[src/rtl/cond_flag_reg.sv]
module cond_flag_reg (
  input  logic        clk,
  input  logic        rst_n,
  input  logic        exc_entry,
  input  logic        op_valid,
  input  logic [2:0]  op_class,
  input  logic        word_sz,
  input  logic [15:0] opnd_a,
  input  logic [15:0] opnd_b,
  input  logic [15:0] result,
  input  logic        shift_out,
  input  logic [4:0]  upd_mask,
  input  logic        sw_wr,
  input  logic [1:0]  sw_op,
  input  logic [7:0]  sw_imm,
  output logic [7:0]  ccr_q
);
  localparam logic [2:0] CL_ADD = 3'd0, CL_SUB = 3'd1, CL_CMP = 3'd2,
                         CL_NEG = 3'd3, CL_SHF = 3'd4, CL_LOG = 3'd5;

  logic        mask_q;
  logic [6:0]  low_q;
  logic [7:0]  nxt;

  assign ccr_q = {mask_q, low_q};

  wire is_add   = op_class == CL_ADD;
  wire is_sub   = op_class == CL_SUB || op_class == CL_CMP || op_class == CL_NEG;
  wire is_arith = is_add || is_sub;
  wire is_shf   = op_class == CL_SHF;
  wire is_log   = op_class == CL_LOG;

  wire [15:0] a  = (op_class == CL_NEG) ? 16'h0000 : opnd_a;
  wire [15:0] cx = a ^ opnd_b ^ result;

  wire am = word_sz ? a[15]      : a[7];
  wire bm = word_sz ? opnd_b[15] : opnd_b[7];
  wire rm = word_sz ? result[15] : result[7];

  wire h_new = word_sz ? cx[12] : cx[4];
  wire z_new = word_sz ? (result == 16'h0000) : (result[7:0] == 8'h00);
  wire c_add = (am & bm) | ((am ^ bm) & ~rm);
  wire c_sub = (~am & bm) | (~(am ^ bm) & rm);
  wire v_add = ~(am ^ bm) & (am ^ rm);
  wire v_sub = (am ^ bm) & (am ^ rm);

  always_comb begin
    nxt = ccr_q;
    if (sw_wr) begin
      case (sw_op)
        2'd0:    nxt = sw_imm;
        2'd1:    nxt = ccr_q & sw_imm;
        2'd2:    nxt = ccr_q | sw_imm;
        default: nxt = ccr_q ^ sw_imm;
      endcase
    end else if (op_valid && (is_arith || is_shf || is_log)) begin
      if (upd_mask[4] && is_arith) nxt[5] = h_new;
      if (upd_mask[3]) nxt[3] = rm;
      if (upd_mask[2]) nxt[2] = z_new;
      if (upd_mask[1]) nxt[1] = is_add ? v_add : (is_sub ? v_sub : 1'b0);
      if (upd_mask[0] && !is_log) nxt[0] = is_add ? c_add : (is_sub ? c_sub : shift_out);
    end
    if (exc_entry) nxt[7] = 1'b1;
  end

  always_ff @(posedge clk) begin
    if (!rst_n) mask_q <= 1'b1;
    else        mask_q <= nxt[7];
  end

  always_ff @(posedge clk) begin
    if (rst_n) low_q <= nxt[6:0];
  end


  rst_mask_chk: assert property (@(posedge clk) !rst_n |=> ccr_q[7]);


  exc_mask_chk: assert property (@(posedge clk) disable iff (!rst_n)
    exc_entry |=> ccr_q[7]);


  shift_c_chk: assert property (@(posedge clk) disable iff (!rst_n)
    (op_valid && !sw_wr && op_class == CL_SHF && upd_mask[0]) |=> ccr_q[0] == $past(shift_out));


  logic_v_clear_chk: assert property (@(posedge clk) disable iff (!rst_n)
    (op_valid && !sw_wr && op_class == CL_LOG && upd_mask[1]) |=> !ccr_q[1]);


  mask_c_keep_chk: assert property (@(posedge clk) disable iff (!rst_n)
    (op_valid && !sw_wr && !upd_mask[0] && !$isunknown(ccr_q)) |=> $stable(ccr_q[0]));


  user_bits_chk: assert property (@(posedge clk) disable iff (!rst_n)
    (!sw_wr && !$isunknown(ccr_q)) |=> $stable({ccr_q[6], ccr_q[4]}));
endmodule

[config.mk]
export PLATFORM = sky130hd
export DESIGN_NAME = cond_flag_reg
export DESIGN_NICKNAME = d
export VERILOG_FILES = /design/src/rtl/cond_flag_reg.sv
export SDC_FILE = /design/constraint.sdc
export NUM_CORES = 1
export LEC_CHECK = 0
export ABC_AREA = 1
export BUFFER_PORTS_ARGS = -buffer_cell sky130_fd_sc_hd__buf_2
export CORE_MARGIN = 1.5
export CORE_UTILIZATION = 43
export CTS_BUF_LIST = sky130_fd_sc_hd__clkbuf_4
export DETAILED_ROUTE_END_ITERATION = 7
export GPL_TIMING_DRIVEN = 0
export PLACE_DENSITY = 0.81
export SLEW_MARGIN = 10
export SYNTH_ARGS = -nofsm -noshare
export SYNTH_HDL_FRONTEND = slang
export SYNTH_SLANG_ARGS = --single-unit
export TNS_END_PERCENT = 30
[constraint.sdc]
create_clock -name clk -period 1.5 [get_ports clk]
set_input_delay 0.075 -clock clk [delete_from_list [all_inputs] [get_ports clk]]
set_output_delay 0.075 -clock clk [all_outputs]
set_load 0.01 [all_outputs]
# Yosys cells after proc, flatten, opt, wreduce, memory -nomap -nowiden
# Cells that the tools add are included.
dict set report word_totals {
  regBits 8
  latchBits 0
  ramBits 0
  rom_bits 0
  input_bits 73
  word_cells 79
  mem_count 0
}
dict set report op_classes {
  addsub 0
  mul 0
  div_mod_pow 0
  magnitude_cmp 0
  eq_ne 7
  n_shift 0
  muxes 20
  bitwise_logic 19
  reduce_logical 26
}
# cell n
set ops {}
lappend ops {{13-bit XOR} 2}
lappend ops {{8-bit case mux with 3 select lines} 1}
lappend ops {{16-bit logical NOT} 1}
lappend ops {{1-bit 2-to-1 mux} 16}
lappend ops {{16-bit 2-to-1 mux} 1}
lappend ops {{3-bit AND reduction} 5}
lappend ops {{2-bit nonzero test} 6}
lappend ops {{8-bit bitwise AND} 1}
lappend ops {{8-bit logical NOT} 1}
lappend ops {{4-bit 2-to-1 mux} 2}
lappend ops {{8-bit OR} 1}
lappend ops {{8-bit XOR} 1}
lappend ops {{1-bit bitwise AND} 6}
lappend ops {{3-bit by 2-bit == test with 1-bit output, second input constant} 2}
lappend ops {{3-bit == test, second input constant} 2}
lappend ops {{1-bit logical OR} 5}
lappend ops {{1-bit inverter} 4}
lappend ops {{3-bit by 1-bit == test with 1-bit output, second input constant} 1}
lappend ops {{1-bit logical AND} 3}
lappend ops {{3-bit logical NOT} 1}
lappend ops {{2-bit by 1-bit == test with 1-bit output, second input constant} 1}
lappend ops {{2-bit == test, second input constant} 1}
lappend ops {{2-bit logical NOT} 1}
lappend ops {{1-bit OR} 2}
lappend ops {{4 further kinds} 5}

# Logic depth before layout (Yosys ltp)
# Gate-level depths: netlist of run 1.
dict set report depth {
  depth_word 12
  depth_mapped 12
  ltp_nobuf 12
}

# Worst setup path after synthesis of run 1
# Ideal clock, no wire load.
dict set report synth_path {
  path_kind {reg2reg}
  from {register low_q[0]}
  to {register low_q[0] (data pin)}
  arrival_ps 1035
  setup_slack_ps 215
  path_stages_with_launch 8
  n_path_buf 0
  synth_period_minus_slack_ps 1285
  cell_sequence {edfxtp_1 > inv_1 > ha_1 > nand2_1 > nand2_1 > nand3b_1 > nand2_1 > inv_1}
}
dict set report synth_via {
  elab_chain_cells 3
  elab_cells_between_ends 5
  classes_between {mux (2); bitwise (3)}
}
# element line
set synth_lines {}
lappend synth_lines {{from (decl)} 22} ;# logic [6:0] low_q;
lappend synth_lines {{from (signal assigned)} 72} ;# if (rst_n) low_q <= nxt[6:0];
lappend synth_lines {{8-bit XOR, or another cell as far along} 54} ;# default: nxt = ccr_q ^ sw_imm;
lappend synth_lines {{8-bit case mux with 3 select lines *} 50} ;# case (sw_op)
lappend synth_lines {{4-bit 2-to-1 mux *} 49} ;# if (sw_wr) begin
lappend synth_lines {{net nxt[0]} 23} ;# logic [7:0] nxt;
# The timed path passes the listed nets; every way through them passes the cells marked *.
# A chain may end at the register's enable or synchronous reset.

# Worst setup path in the final report of run 1
# Same ends and word-level chain as after synthesis.

==> impl_metrics.prom, run 1 <==
# TYPE chip_impl_metric gauge
chip_impl_info{name="status",value="finished clean"} 1
chip_impl_metric{name="cts.repair.resized",unit=""} 0
chip_impl_metric{name="finalNetCount",unit=""} 340
chip_impl_metric{name="grt_pass1_wl",unit="mm"} 4.28
chip_impl_metric{name="row_count",unit=""} 18
chip_impl_info{name="final_cell_mix",value="sky130_fd_sc_hd__nand2_1, sky130_fd_sc_hd__buf_2, sky130_fd_sc_hd__inv_1"} 1
chip_impl_metric{name="synth.avg_cell_area",unit="sq um"} 6.24
chip_impl_metric{name="cts.repair_timing.setup_buffer_count",unit=""} 0
chip_impl_metric{name="grt_max_degree",unit=""} 11
chip_impl_info{name="netlist_top_cells_area",value="sky130_fd_sc_hd__ha_1, sky130_fd_sc_hd__nand2_1, sky130_fd_sc_hd__edfxtp_1"} 1
chip_impl_metric{name="worst-r2r-cell-count",unit=""} 7
chip_impl_metric{name="grt_pass1_vias",unit=""} 1135
chip_impl_metric{name="ant_nets",unit=""} 0
chip_impl_metric{name="setup.reg_to_reg.worst_slack",unit="ps"} 190
chip_impl_metric{name="layout_setup_ws",unit="ps"} 187
chip_impl_metric{name="gp_congestion",unit=""} 0.823
chip_impl_metric{name="synthesis.area",unit="sq um"} 1170
chip_impl_info{name="tritoncts_clock_tree",value="yes"} 1
chip_impl_metric{name="wl",unit="mm"} 2.54
chip_impl_metric{name="timing.final.hold_violations",unit=""} 0
chip_impl_info{name="hold_class",value="in2reg"} 1
chip_impl_info{name="end_kind",value="register"} 1
chip_impl_metric{name="achievable-frequency",unit="MHz"} 761
chip_impl_metric{name="p_per_area",unit="nW/um^2"} 515
chip_impl_metric{name="yosys_register_bits",unit=""} 8
chip_impl_metric{name="clkLatencyLatePin",unit="ps"} 260
chip_impl_metric{name="cts_hold_repair.buffers",unit=""} 0
chip_impl_metric{name="cts_buffers",unit=""} 3
chip_impl_metric{name="yosys.cell_types.count",unit=""} 26
chip_impl_metric{name="critical_path_peak_fanout",unit=""} 3
chip_impl_metric{name="maxCapViolations",unit=""} 0
chip_impl_info{name="worst_r2r_startpoint",value="low_q[0]"} 1
chip_impl_info{name="crit_path_top_delay_cell",value="sky130_fd_sc_hd__edfxtp_1"} 1
chip_impl_metric{name="initial_core_util",unit="%"} 46.5
chip_impl_metric{name="route.vias.total",unit=""} 1284
chip_impl_metric{name="initial_antenna_violation_count",unit=""} 0
chip_impl_metric{name="netlist_instances",unit=""} 188
chip_impl_metric{name="finalMaxSlewViolations",unit=""} 0
chip_impl_metric{name="tightest_slew",unit="ps"} 444
chip_impl_metric{name="synthToLayoutAreaGrowth",unit="%"} 29.6
chip_impl_metric{name="synth-seq-area-share",unit="%"} 19.6
chip_impl_metric{name="drc",unit=""} 0
chip_impl_info{name="unrepaired_setup_endpoints_after_global_routing",value="false"} 1
chip_impl_info{name="crit-reg2reg-capture",value="low_q[0]"} 1
chip_impl_metric{name="met3_wire_length",unit="microns"} 139
chip_impl_metric{name="post_drt_via_cell_ratio",unit=""} 4.62
chip_impl_metric{name="dr.pass1.iters",unit=""} 4
chip_impl_info{name="buffer_cell_driving_the_clock_tree_root",value="sky130_fd_sc_hd__clkbuf_4"} 1
chip_impl_metric{name="ys_warn_count",unit=""} 0
chip_impl_info{name="timing.hold.worst_endpoint",value="mask_q"} 1
chip_impl_metric{name="fraction_of_final_layout_cells_with_drive_strength_greater_than_1",unit="%"} 29.4
chip_impl_metric{name="final-setup-viol-count",unit=""} 0
chip_impl_metric{name="clock_skew",unit="ps"} 0
chip_impl_info{name="dr.max_layer_used",value="met4"} 1
chip_impl_metric{name="critical_path_arrival",unit="ps"} 1330
chip_impl_metric{name="dp_hpwl",unit="mm"} 2.18
chip_impl_metric{name="syn-num-nets",unit=""} 279
chip_impl_metric{name="final.period_utilization",unit="%"} 87.6
chip_impl_info{name="most_common_cell_after_layout_fill_and_taps_aside",value="sky130_fd_sc_hd__nand2_1"} 1
chip_impl_metric{name="avgRoutedWirePerCell",unit="microns"} 9.13
chip_impl_info{name="critical_path.top_delay_family",value="flip-flops"} 1
chip_impl_metric{name="max_stage_delay",unit="ps"} 410
chip_impl_metric{name="num_antenna_cells",unit=""} 0
chip_impl_info{name="crit_path_cell_trace",value="inv_1, ha_1, nand2_1, nand2_1, nand3b_1, nand2_1, inv_1"} 1
chip_impl_metric{name="worst_ep_required_time",unit="ps"} 1520
chip_impl_metric{name="tns",unit="ps"} 0
chip_impl_metric{name="cts-root-to-sink-buffers",unit=""} 2
chip_impl_metric{name="cts.htree.levels",unit=""} 1
chip_impl_info{name="timing.critical_path.from_type",value="register"} 1
chip_impl_metric{name="floorplan.die_area",unit="sq um"} 3050
chip_impl_metric{name="report.power.total",unit="uW"} 784
chip_impl_metric{name="port_buffers",unit=""} 56
chip_impl_metric{name="clkTransAtPathRegs",unit="ps"} 60
chip_impl_metric{name="slew_headroom",unit="%"} 70.3
chip_impl_metric{name="io-pin-count",unit=""} 81
chip_impl_metric{name="core_area",unit="sq um"} 2520
chip_impl_metric{name="chipWidth",unit="microns"} 55.2
chip_impl_metric{name="global_route.usage.total",unit="%"} 16.9
chip_impl_metric{name="drtIter0Drc",unit=""} 16
chip_impl_metric{name="fin_crit_period",unit="ps"} 1310
chip_impl_metric{name="die_h",unit="microns"} 55.2
chip_impl_metric{name="synth_top_area_share",unit="%"} 19.2
chip_impl_metric{name="p_leak",unit="nW"} 0.925
chip_impl_metric{name="place_worst_setup_slack",unit="ps"} 12.4
chip_impl_info{name="critPathMostFrequentCell",value="sky130_fd_sc_hd__nand2_1"} 1
chip_impl_info{name="worstSetupPathType",value="reg2reg"} 1
chip_impl_metric{name="wl_met2",unit="mm"} 1.16
chip_impl_metric{name="cts_sinks",unit=""} 8
chip_impl_metric{name="worst_path_buf_inv",unit=""} 2
chip_impl_info{name="hold_path.startpoint",value="exc_entry"} 1
chip_impl_metric{name="grt_overflow_total",unit=""} 0
chip_impl_metric{name="whs_path_depth",unit=""} 3
chip_impl_metric{name="wl_met1",unit="mm"} 1.20
chip_impl_metric{name="vdd.ir_drop.worst",unit="mV"} 0.359
chip_impl_info{name="post-synth-top-area-cell",value="sky130_fd_sc_hd__ha_1"} 1
[power by group]
| part | internal, mW | total, mW | switching (mW) |
|---|---|---|---|
| combinational | 0.137 | 0.309 | 0.172 |
| clock | 0.120 | 0.198 | 0.0782 |
| sequential | 0.264 | 0.276 | 0.0114 |
[cell type report]
class	count	area, sq um
inverters	40	150
clock buffers	4	30.0
plain buffers	2	12.5
flip-flops and latches	8	230
repair buffers	56	280
well taps	30	37.5
multi-input cells	138	781
fillers	260	1000
[Yosys cell counts]
master	n
sky130_fd_sc_hd__nand2_1	60
sky130_fd_sc_hd__inv_1	36
sky130_fd_sc_hd__ha_1	18
sky130_fd_sc_hd__nor2_1	17
sky130_fd_sc_hd__nand3_1	9
sky130_fd_sc_hd__edfxtp_1	7
sky130_fd_sc_hd__o211ai_1	6
sky130_fd_sc_hd__inv_2	4
sky130_fd_sc_hd__o21ai_0	4
sky130_fd_sc_hd__a21oi_1	3
sky130_fd_sc_hd__nand2_2	3
sky130_fd_sc_hd__o21ai_1	3
sky130_fd_sc_hd__nand4_1	2
sky130_fd_sc_hd__nor2_2	2
sky130_fd_sc_hd__nor3_1	2
sky130_fd_sc_hd__o2111ai_1	2
sky130_fd_sc_hd__a31oi_1	1
sky130_fd_sc_hd__buf_2	1
sky130_fd_sc_hd__buf_4	1
sky130_fd_sc_hd__dfxtp_1	1
sky130_fd_sc_hd__nand3_2	1
sky130_fd_sc_hd__nand3b_1	1
sky130_fd_sc_hd__nor4_1	1
sky130_fd_sc_hd__o21ai_2	1
sky130_fd_sc_hd__o31ai_1	1
sky130_fd_sc_hd__xor2_1	1
[sequential cells by signal, indices dropped and copies added (netlist names)]
name	flops
low_q	7
mask_q	1
[worst register-to-register path, delay by kind of cell, from the launching register on]
kind                     cells  cell delay, ps
adder cells (fa/ha/maj)      1             220
buffers and inverters        2             100
AND/OR/NAND/NOR              4             350
flip-flops                   1             410
[worst max-delay path by stage]
stage	startpoint	to	slack (ps)	cells after the start
floorplan	low_q[0]	low_q[0]	220	7
global placement	op_class[2]	low_q[0]	10	12
detailed placement	op_class[2]	low_q[0]	10	12
CTS	low_q[0]	low_q[0]	180	7
global route	low_q[0]	low_q[0]	90	7
finish	low_q[0]	low_q[0]	190	7
[layer usage]
layer  vias to the layer above  track usage, %
li1                        713               -
met1                       526            20.8
met2                        43            29.6
met3                         2            1.64
met4                         0            7.32
met5                         -               0
[cells by family after synthesis]
logic type | after synthesis | share of synthesized area (%)
flip-flops | 8 | 19.6
XOR/XNOR | 1 | 0.746
adder cells (fa/ha/maj) | 18 | 19.2
AND/OR/NAND/NOR | 98 | 35.1
buffers and inverters | 42 | 13.9
AO/OA/AOI/OAI | 21 | 11.5
[per-stage QoR]
stage               cells  utilization, %  hold WS (ps)  instance area (sq um)
floorplan             188               -           162                   1170
global placement      274            59.1           285                   1490
detailed placement    274            59.1           289                   1490
CTS                   278            60.3          21.8                   1520
global route          278            60.3          41.5                   1520
finish                278            60.3          25.3                   1520
No activity file was read; power rests on OpenSTA's default activity.
==> run 2, diff against run 1 <==
- CAP_MARGIN: unset -> 10
- clock period: 1.5 -> 1.3 ns (I/O delays scaled with it)
==> impl_metrics.prom, run 2 (same netlist as run 1, synthesis figures left out) <==
# TYPE chip_impl_metric gauge
chip_impl_info{name="status",value="finished clean"} 1
chip_impl_info{name="final_cell_mix",value="sky130_fd_sc_hd__nand2_1, sky130_fd_sc_hd__buf_2, sky130_fd_sc_hd__inv_1"} 1
chip_impl_metric{name="chipWidth",unit="microns"} 55.2
chip_impl_metric{name="fraction_of_final_layout_cells_with_drive_strength_greater_than_1",unit="%"} 30.1
chip_impl_metric{name="report.power.total",unit="uW"} 907
chip_impl_metric{name="dp_hpwl",unit="mm"} 2.18
chip_impl_metric{name="wl",unit="mm"} 2.54
chip_impl_metric{name="finalMaxSlewViolations",unit=""} 0
chip_impl_metric{name="finalHoldWorstSlack",unit="ps"} 17.2
chip_impl_metric{name="slew_headroom",unit="%"} 70.2
chip_impl_metric{name="finalNetCount",unit=""} 341
chip_impl_metric{name="cts-root-to-sink-buffers",unit=""} 2
chip_impl_metric{name="drtIter0Drc",unit=""} 16
chip_impl_info{name="worstSetupPathType",value="reg2reg"} 1
chip_impl_metric{name="io-pin-count",unit=""} 81
chip_impl_metric{name="grt_overflow_total",unit=""} 0
chip_impl_info{name="timing.critical_path.from_type",value="register"} 1
chip_impl_metric{name="floorplan.die_area",unit="sq um"} 3050
chip_impl_metric{name="worst_ep_required_time",unit="ps"} 1320
chip_impl_metric{name="final.period_utilization",unit="%"} 99.8
chip_impl_metric{name="clkTransAtPathRegs",unit="ps"} 60
chip_impl_metric{name="critical_path_arrival",unit="ps"} 1320
chip_impl_metric{name="clock_skew",unit="ps"} 0
chip_impl_metric{name="num_antenna_cells",unit=""} 0
chip_impl_metric{name="fin_crit_period",unit="ps"} 1300
chip_impl_metric{name="global_route.usage.total",unit="%"} 16.9
chip_impl_metric{name="die_h",unit="microns"} 55.2
chip_impl_metric{name="row_count",unit=""} 18
chip_impl_metric{name="cts_buffers",unit=""} 3
chip_impl_metric{name="core_area",unit="sq um"} 2520
chip_impl_metric{name="ant_nets",unit=""} 0
chip_impl_info{name="hold_class",value="in2reg"} 1
chip_impl_metric{name="clkLatencyLatePin",unit="ps"} 250
chip_impl_metric{name="grt_pass1_wl",unit="mm"} 4.29
chip_impl_metric{name="maxCapViolations",unit=""} 0
chip_impl_info{name="end_kind",value="register"} 1
chip_impl_metric{name="post_drt_via_cell_ratio",unit=""} 4.66
chip_impl_metric{name="achievable-frequency",unit="MHz"} 771
chip_impl_metric{name="grt_pass1_vias",unit=""} 1140
chip_impl_metric{name="fillers",unit=""} 259
chip_impl_metric{name="route.vias.total",unit=""} 1300
chip_impl_info{name="crit_path_cell_trace",value="inv_1, ha_1, nand2_1, nand2_1, nand3b_1, nand2_1, inv_1"} 1
chip_impl_metric{name="gp_congestion",unit=""} 0.823
chip_impl_info{name="critPathMostFrequentCell",value="sky130_fd_sc_hd__nand2_1"} 1
chip_impl_metric{name="avgRoutedWirePerCell",unit="microns"} 9.12
chip_impl_metric{name="dr.pass1.iters",unit=""} 4
chip_impl_metric{name="initial_antenna_violation_count",unit=""} 0
chip_impl_info{name="unrepaired_setup_endpoints_after_global_routing",value="true"} 1
chip_impl_info{name="top_register",value="low_q"} 1
chip_impl_metric{name="vdd.ir_drop.worst",unit="mV"} 0.410
chip_impl_metric{name="port_buffers",unit=""} 56
chip_impl_metric{name="grt_max_degree",unit=""} 11
chip_impl_info{name="most_common_cell_after_layout_fill_and_taps_aside",value="sky130_fd_sc_hd__nand2_1"} 1
chip_impl_metric{name="final-setup-viol-count",unit=""} 0
chip_impl_metric{name="post-route-util",unit="%"} 60.7
chip_impl_metric{name="timing.final.hold_violations",unit=""} 0
chip_impl_metric{name="cts.htree.levels",unit=""} 1
chip_impl_info{name="crit_path_top_delay_cell",value="sky130_fd_sc_hd__edfxtp_1"} 1
chip_impl_info{name="tritoncts_clock_tree",value="yes"} 1
chip_impl_metric{name="cts_sinks",unit=""} 8
chip_impl_metric{name="initial_core_util",unit="%"} 46.5
chip_impl_metric{name="tightest_slew",unit="ps"} 445
chip_impl_metric{name="critical_path_peak_fanout",unit=""} 3
chip_impl_info{name="reg_top3",value="low_q x7, mask_q x1"} 1
chip_impl_metric{name="max_stage_delay",unit="ps"} 410
chip_impl_metric{name="largest_register_ff_count",unit=""} 7
chip_impl_metric{name="synthToLayoutAreaGrowth",unit="%"} 30.5
chip_impl_info{name="buffer_cell_driving_the_clock_tree_root",value="sky130_fd_sc_hd__clkbuf_4"} 1
chip_impl_metric{name="p_per_area",unit="nW/um^2"} 592
chip_impl_metric{name="drc",unit=""} 0
chip_impl_metric{name="p_leak",unit="nW"} 0.928
run 2: worst paths after layout:
path / start / to / slack, ps / depth (start not counted)
worst max-delay path: low_q[0] / low_q[0] / 3 / 7
worst min register to register: mask_q / mask_q / 550 / 2
worst max register to register: low_q[0] / low_q[0] / 3 / 7
worst min-delay path: exc_entry / mask_q / 20 / 3
run 2: per-stage QoR:
stage	area, sq um	worst slack (ps)	TNS, ps	std cells
3_5_place_dp	1490	-178	-256	274
5_1_grt	1530	-93.7	-204	279
6_report	1530	3.14	0	279
4_1_cts	1530	3.52	0	279
2_1_floorplan	1170	15.5	0	188
3_3_place_gp	1490	-177	-260	274
run 2: layout make-up:
type / instances / area [sq um] / area share, %
clock buffers: 4 / 30.0 / 1.96
plain buffers: 2 / 12.5 / 0.817
inverters: 40 / 150 / 9.80
multi-input cells: 138 / 783 / 51.1
flip-flops and latches: 8 / 230 / 15.0
repair buffers: 57 / 288 / 18.8
well taps: 30 / 37.5 / 2.45
run 2: repair_timing:
action                     4_1_cts  5_1_grt
pin swaps                        2        2
hold buffers                     0        0
cloned                           0        0
setup buffers                    1        0
setup endpoints to repair        2        5
resized for setup                1        1
run 2: worst max-delay path: cells and delay by family, from the launching register on:
kind                     cells  cell delay, ps
AND/OR/NAND/NOR              4             340
adder cells (fa/ha/maj)      1             210
buffers and inverters        2             100
flip-flops                   1             410
run 2: per-layer routing:
metal	GRT usage, %	routed length, microns	vias to the layer above
met4	7.32	40	0
met3	1.64	136	2
met1	20.7	1200	539
met5	0	0	-
met2	29.9	1170	41
li1	-	-	718
run 2: report_power, final:
part	internal [mW]	switching, mW	total (mW)
Sequential	0.305	0.0129	0.318
Clock	0.139	0.0893	0.228
Combinational	0.161	0.199	0.361
==> run 3, diff against run 2 <==
- GPL_TIMING_DRIVEN: 0 -> unset
==> impl_metrics.prom, run 3 (same netlist as run 1, synthesis figures left out) <==
# TYPE chip_impl_metric gauge
chip_impl_metric{name="clkLatencyLatePin",unit="ps"} 250
chip_impl_metric{name="clkTransAtPathRegs",unit="ps"} 60
chip_impl_metric{name="net-switching-power",unit="uW"} 325
chip_impl_metric{name="dpl-instance-area",unit="sq um"} 1550
chip_impl_metric{name="worst_ep_required_time",unit="ps"} 1310
chip_impl_metric{name="synthToLayoutAreaGrowth",unit="%"} 39.7
chip_impl_metric{name="layout_setup_ws",unit="ps"} -8.58
chip_impl_metric{name="row_count",unit=""} 18
chip_impl_metric{name="internal_power",unit="uW"} 635
chip_impl_metric{name="slew_headroom",unit="%"} 75.6
chip_impl_info{name="buffer_cell_driving_the_clock_tree_root",value="sky130_fd_sc_hd__clkbuf_4"} 1
chip_impl_metric{name="grt_max_degree",unit=""} 11
chip_impl_metric{name="chipWidth",unit="microns"} 55.2
chip_impl_metric{name="timing.final.hold_violations",unit=""} 0
chip_impl_metric{name="dp_hpwl",unit="mm"} 2.45
chip_impl_metric{name="cts-root-to-sink-buffers",unit=""} 2
chip_impl_metric{name="post-route-util",unit="%"} 65.0
chip_impl_metric{name="initial_antenna_violation_count",unit=""} 0
chip_impl_info{name="tritoncts_clock_tree",value="yes"} 1
chip_impl_metric{name="grt_use_met1",unit="%"} 21.1
chip_impl_metric{name="final.period_utilization",unit="%"} 101
chip_impl_metric{name="fin_area",unit="sq um"} 1640
chip_impl_info{name="violations",value="setup timing"} 1
chip_impl_metric{name="finalHoldWorstSlack",unit="ps"} 19.9
chip_impl_metric{name="grt_overflow_total",unit=""} 0
chip_impl_metric{name="cts_hold_repair.buffers",unit=""} 0
chip_impl_metric{name="drc",unit=""} 0
chip_impl_metric{name="cts_buffers",unit=""} 3
chip_impl_metric{name="grt_util_met3",unit="%"} 2.11
chip_impl_info{name="end_kind",value="register"} 1
chip_impl_metric{name="final-instance-count-excl-fill",unit=""} 288
chip_impl_metric{name="use_met2",unit="%"} 35.0
chip_impl_metric{name="drtIter0Drc",unit=""} 29
chip_impl_metric{name="clock_skew",unit="ps"} 0
chip_impl_info{name="hold_class",value="in2reg"} 1
chip_impl_metric{name="power_switching_share",unit="%"} 33.9
chip_impl_metric{name="tns",unit="ps"} -8.58
chip_impl_info{name="status",value="complete, but fails checks"} 1
chip_impl_info{name="unrepaired_setup_endpoints_after_global_routing",value="true"} 1
chip_impl_metric{name="achievable-frequency",unit="MHz"} 764
chip_impl_metric{name="tightest_slew",unit="ps"} 362
chip_impl_info{name="reg_top3",value="low_q x7, mask_q x1"} 1
chip_impl_metric{name="finalNetCount",unit=""} 350
chip_impl_metric{name="grt_pass1_wl",unit="mm"} 4.73
chip_impl_metric{name="global_route.usage.total",unit="%"} 18.3
chip_impl_metric{name="avgRoutedWirePerCell",unit="microns"} 10.1
chip_impl_metric{name="floorplan.die_area",unit="sq um"} 3050
chip_impl_metric{name="wl",unit="mm"} 2.92
chip_impl_metric{name="io-pin-count",unit=""} 81
chip_impl_metric{name="gp_congestion",unit=""} 0.836
chip_impl_metric{name="initial_core_util",unit="%"} 46.5
chip_impl_info{name="gr-max-usage-layer",value="met2"} 1
chip_impl_info{name="most_common_cell_after_layout_fill_and_taps_aside",value="sky130_fd_sc_hd__nand2_1"} 1
chip_impl_metric{name="report.power.total",unit="uW"} 960
chip_impl_metric{name="grt_pass1_vias",unit=""} 1242
chip_impl_metric{name="ant_nets",unit=""} 0
chip_impl_metric{name="maxCapViolations",unit=""} 0
chip_impl_metric{name="post_drt_via_cell_ratio",unit=""} 4.80
chip_impl_metric{name="place_worst_setup_slack",unit="ps"} -113
chip_impl_metric{name="cts.htree.levels",unit=""} 1
chip_impl_metric{name="placedCellCount",unit=""} 282
chip_impl_metric{name="comb_power_share",unit="%"} 43.0
chip_impl_info{name="final_cell_mix",value="sky130_fd_sc_hd__nand2_1, sky130_fd_sc_hd__buf_2, sky130_fd_sc_hd__inv_1"} 1
chip_impl_metric{name="finalMaxSlewViolations",unit=""} 0
chip_impl_metric{name="cts_sinks",unit=""} 8
chip_impl_metric{name="fraction_of_final_layout_cells_with_drive_strength_greater_than_1",unit="%"} 34.9
chip_impl_metric{name="critical_path_arrival",unit="ps"} 1320
chip_impl_metric{name="p_per_area",unit="nW/um^2"} 586
chip_impl_metric{name="route.vias.total",unit=""} 1382
chip_impl_info{name="top_register",value="low_q"} 1
chip_impl_metric{name="port_buffers",unit=""} 56
chip_impl_metric{name="clockPowerShare",unit="%"} 23.8
chip_impl_metric{name="p_leak",unit="nW"} 0.972
chip_impl_info{name="worstSetupPathType",value="reg2reg"} 1
chip_impl_metric{name="core_area",unit="sq um"} 2520
chip_impl_metric{name="die_h",unit="microns"} 55.2
chip_impl_metric{name="critical_path_peak_fanout",unit=""} 2
chip_impl_metric{name="vdd.ir_drop.worst",unit="mV"} 0.409
chip_impl_metric{name="dr.pass1.iters",unit=""} 4
chip_impl_info{name="timing.critical_path.from_type",value="register"} 1
chip_impl_metric{name="fin_crit_period",unit="ps"} 1310
chip_impl_metric{name="num_antenna_cells",unit=""} 0
chip_impl_metric{name="final-setup-viol-count",unit=""} 1
chip_impl_metric{name="largest_register_ff_count",unit=""} 7
chip_impl_metric{name="power_frac_seq",unit="%"} 33.2
[run 3: cell count changes in the layout (fill, tap and decap cells not counted), sizes merged]
cell / previous run / this run
buf: 59 / 68
[run 3: critical path, stage by stage, from the launching register on]
cell	delay [ps]
sky130_fd_sc_hd__edfxtp_1	420
sky130_fd_sc_hd__inv_2	90
sky130_fd_sc_hd__ha_4	190
sky130_fd_sc_hd__nand2_2	50
sky130_fd_sc_hd__nand2_1	50
sky130_fd_sc_hd__nand3b_1	160
sky130_fd_sc_hd__nand2_1	70
sky130_fd_sc_hd__inv_1	40
[run 3: final timing paths]
path                                  to  slack [ps]  cells past startpoint  startpoint
worst min register to register    mask_q         570                      2      mask_q
worst max-delay path            low_q[0]          -9                      7    low_q[0]
worst min-delay path              mask_q          20                      3   exc_entry
worst max register to register  low_q[0]          -9                      7    low_q[0]
[run 3: power by group through the flow]
stage          Clock, mW  Combinational (mW)  Sequential (mW)
5_1_grt            0.245               0.465            0.321
6_report           0.229               0.413            0.318
3_3_place_gp           0               0.373            0.323
2_1_floorplan          0               0.201            0.330
3_5_place_dp           0               0.388            0.325
4_1_cts            0.230               0.395            0.318
[run 3: routing by layer]
layer / routed length (microns) / vias up / part of all wire (%)
met1: 1250 / 606 / 43
met2: 1480 / 43 / 51
met5: 0 / - / 0
met3: 164 / 2 / 5.6
met4: 27 / 0 / 0.92
li1: - / 731 / -
[run 3: layout make-up]
cell class                 instances  area [sq um]
clock buffer                       4          30.0
fill                             249           883
inverter                          40           150
multi-input combinational        138           817
sequential                         8           230
tap                               30          37.5
timing repair buffer              68           374
[run 3: repair_timing]
| action | 4_1_cts | 5_1_grt |
|---|---|---|
| resized for setup | 1 | 10 |
| setup buffers | 1 | 1 |
| hold endpoints to repair | 0 | 0 |
| pin swaps | 0 | 4 |
| setup endpoints to repair | 2 | 5 |
| cloned | 0 | 0 |
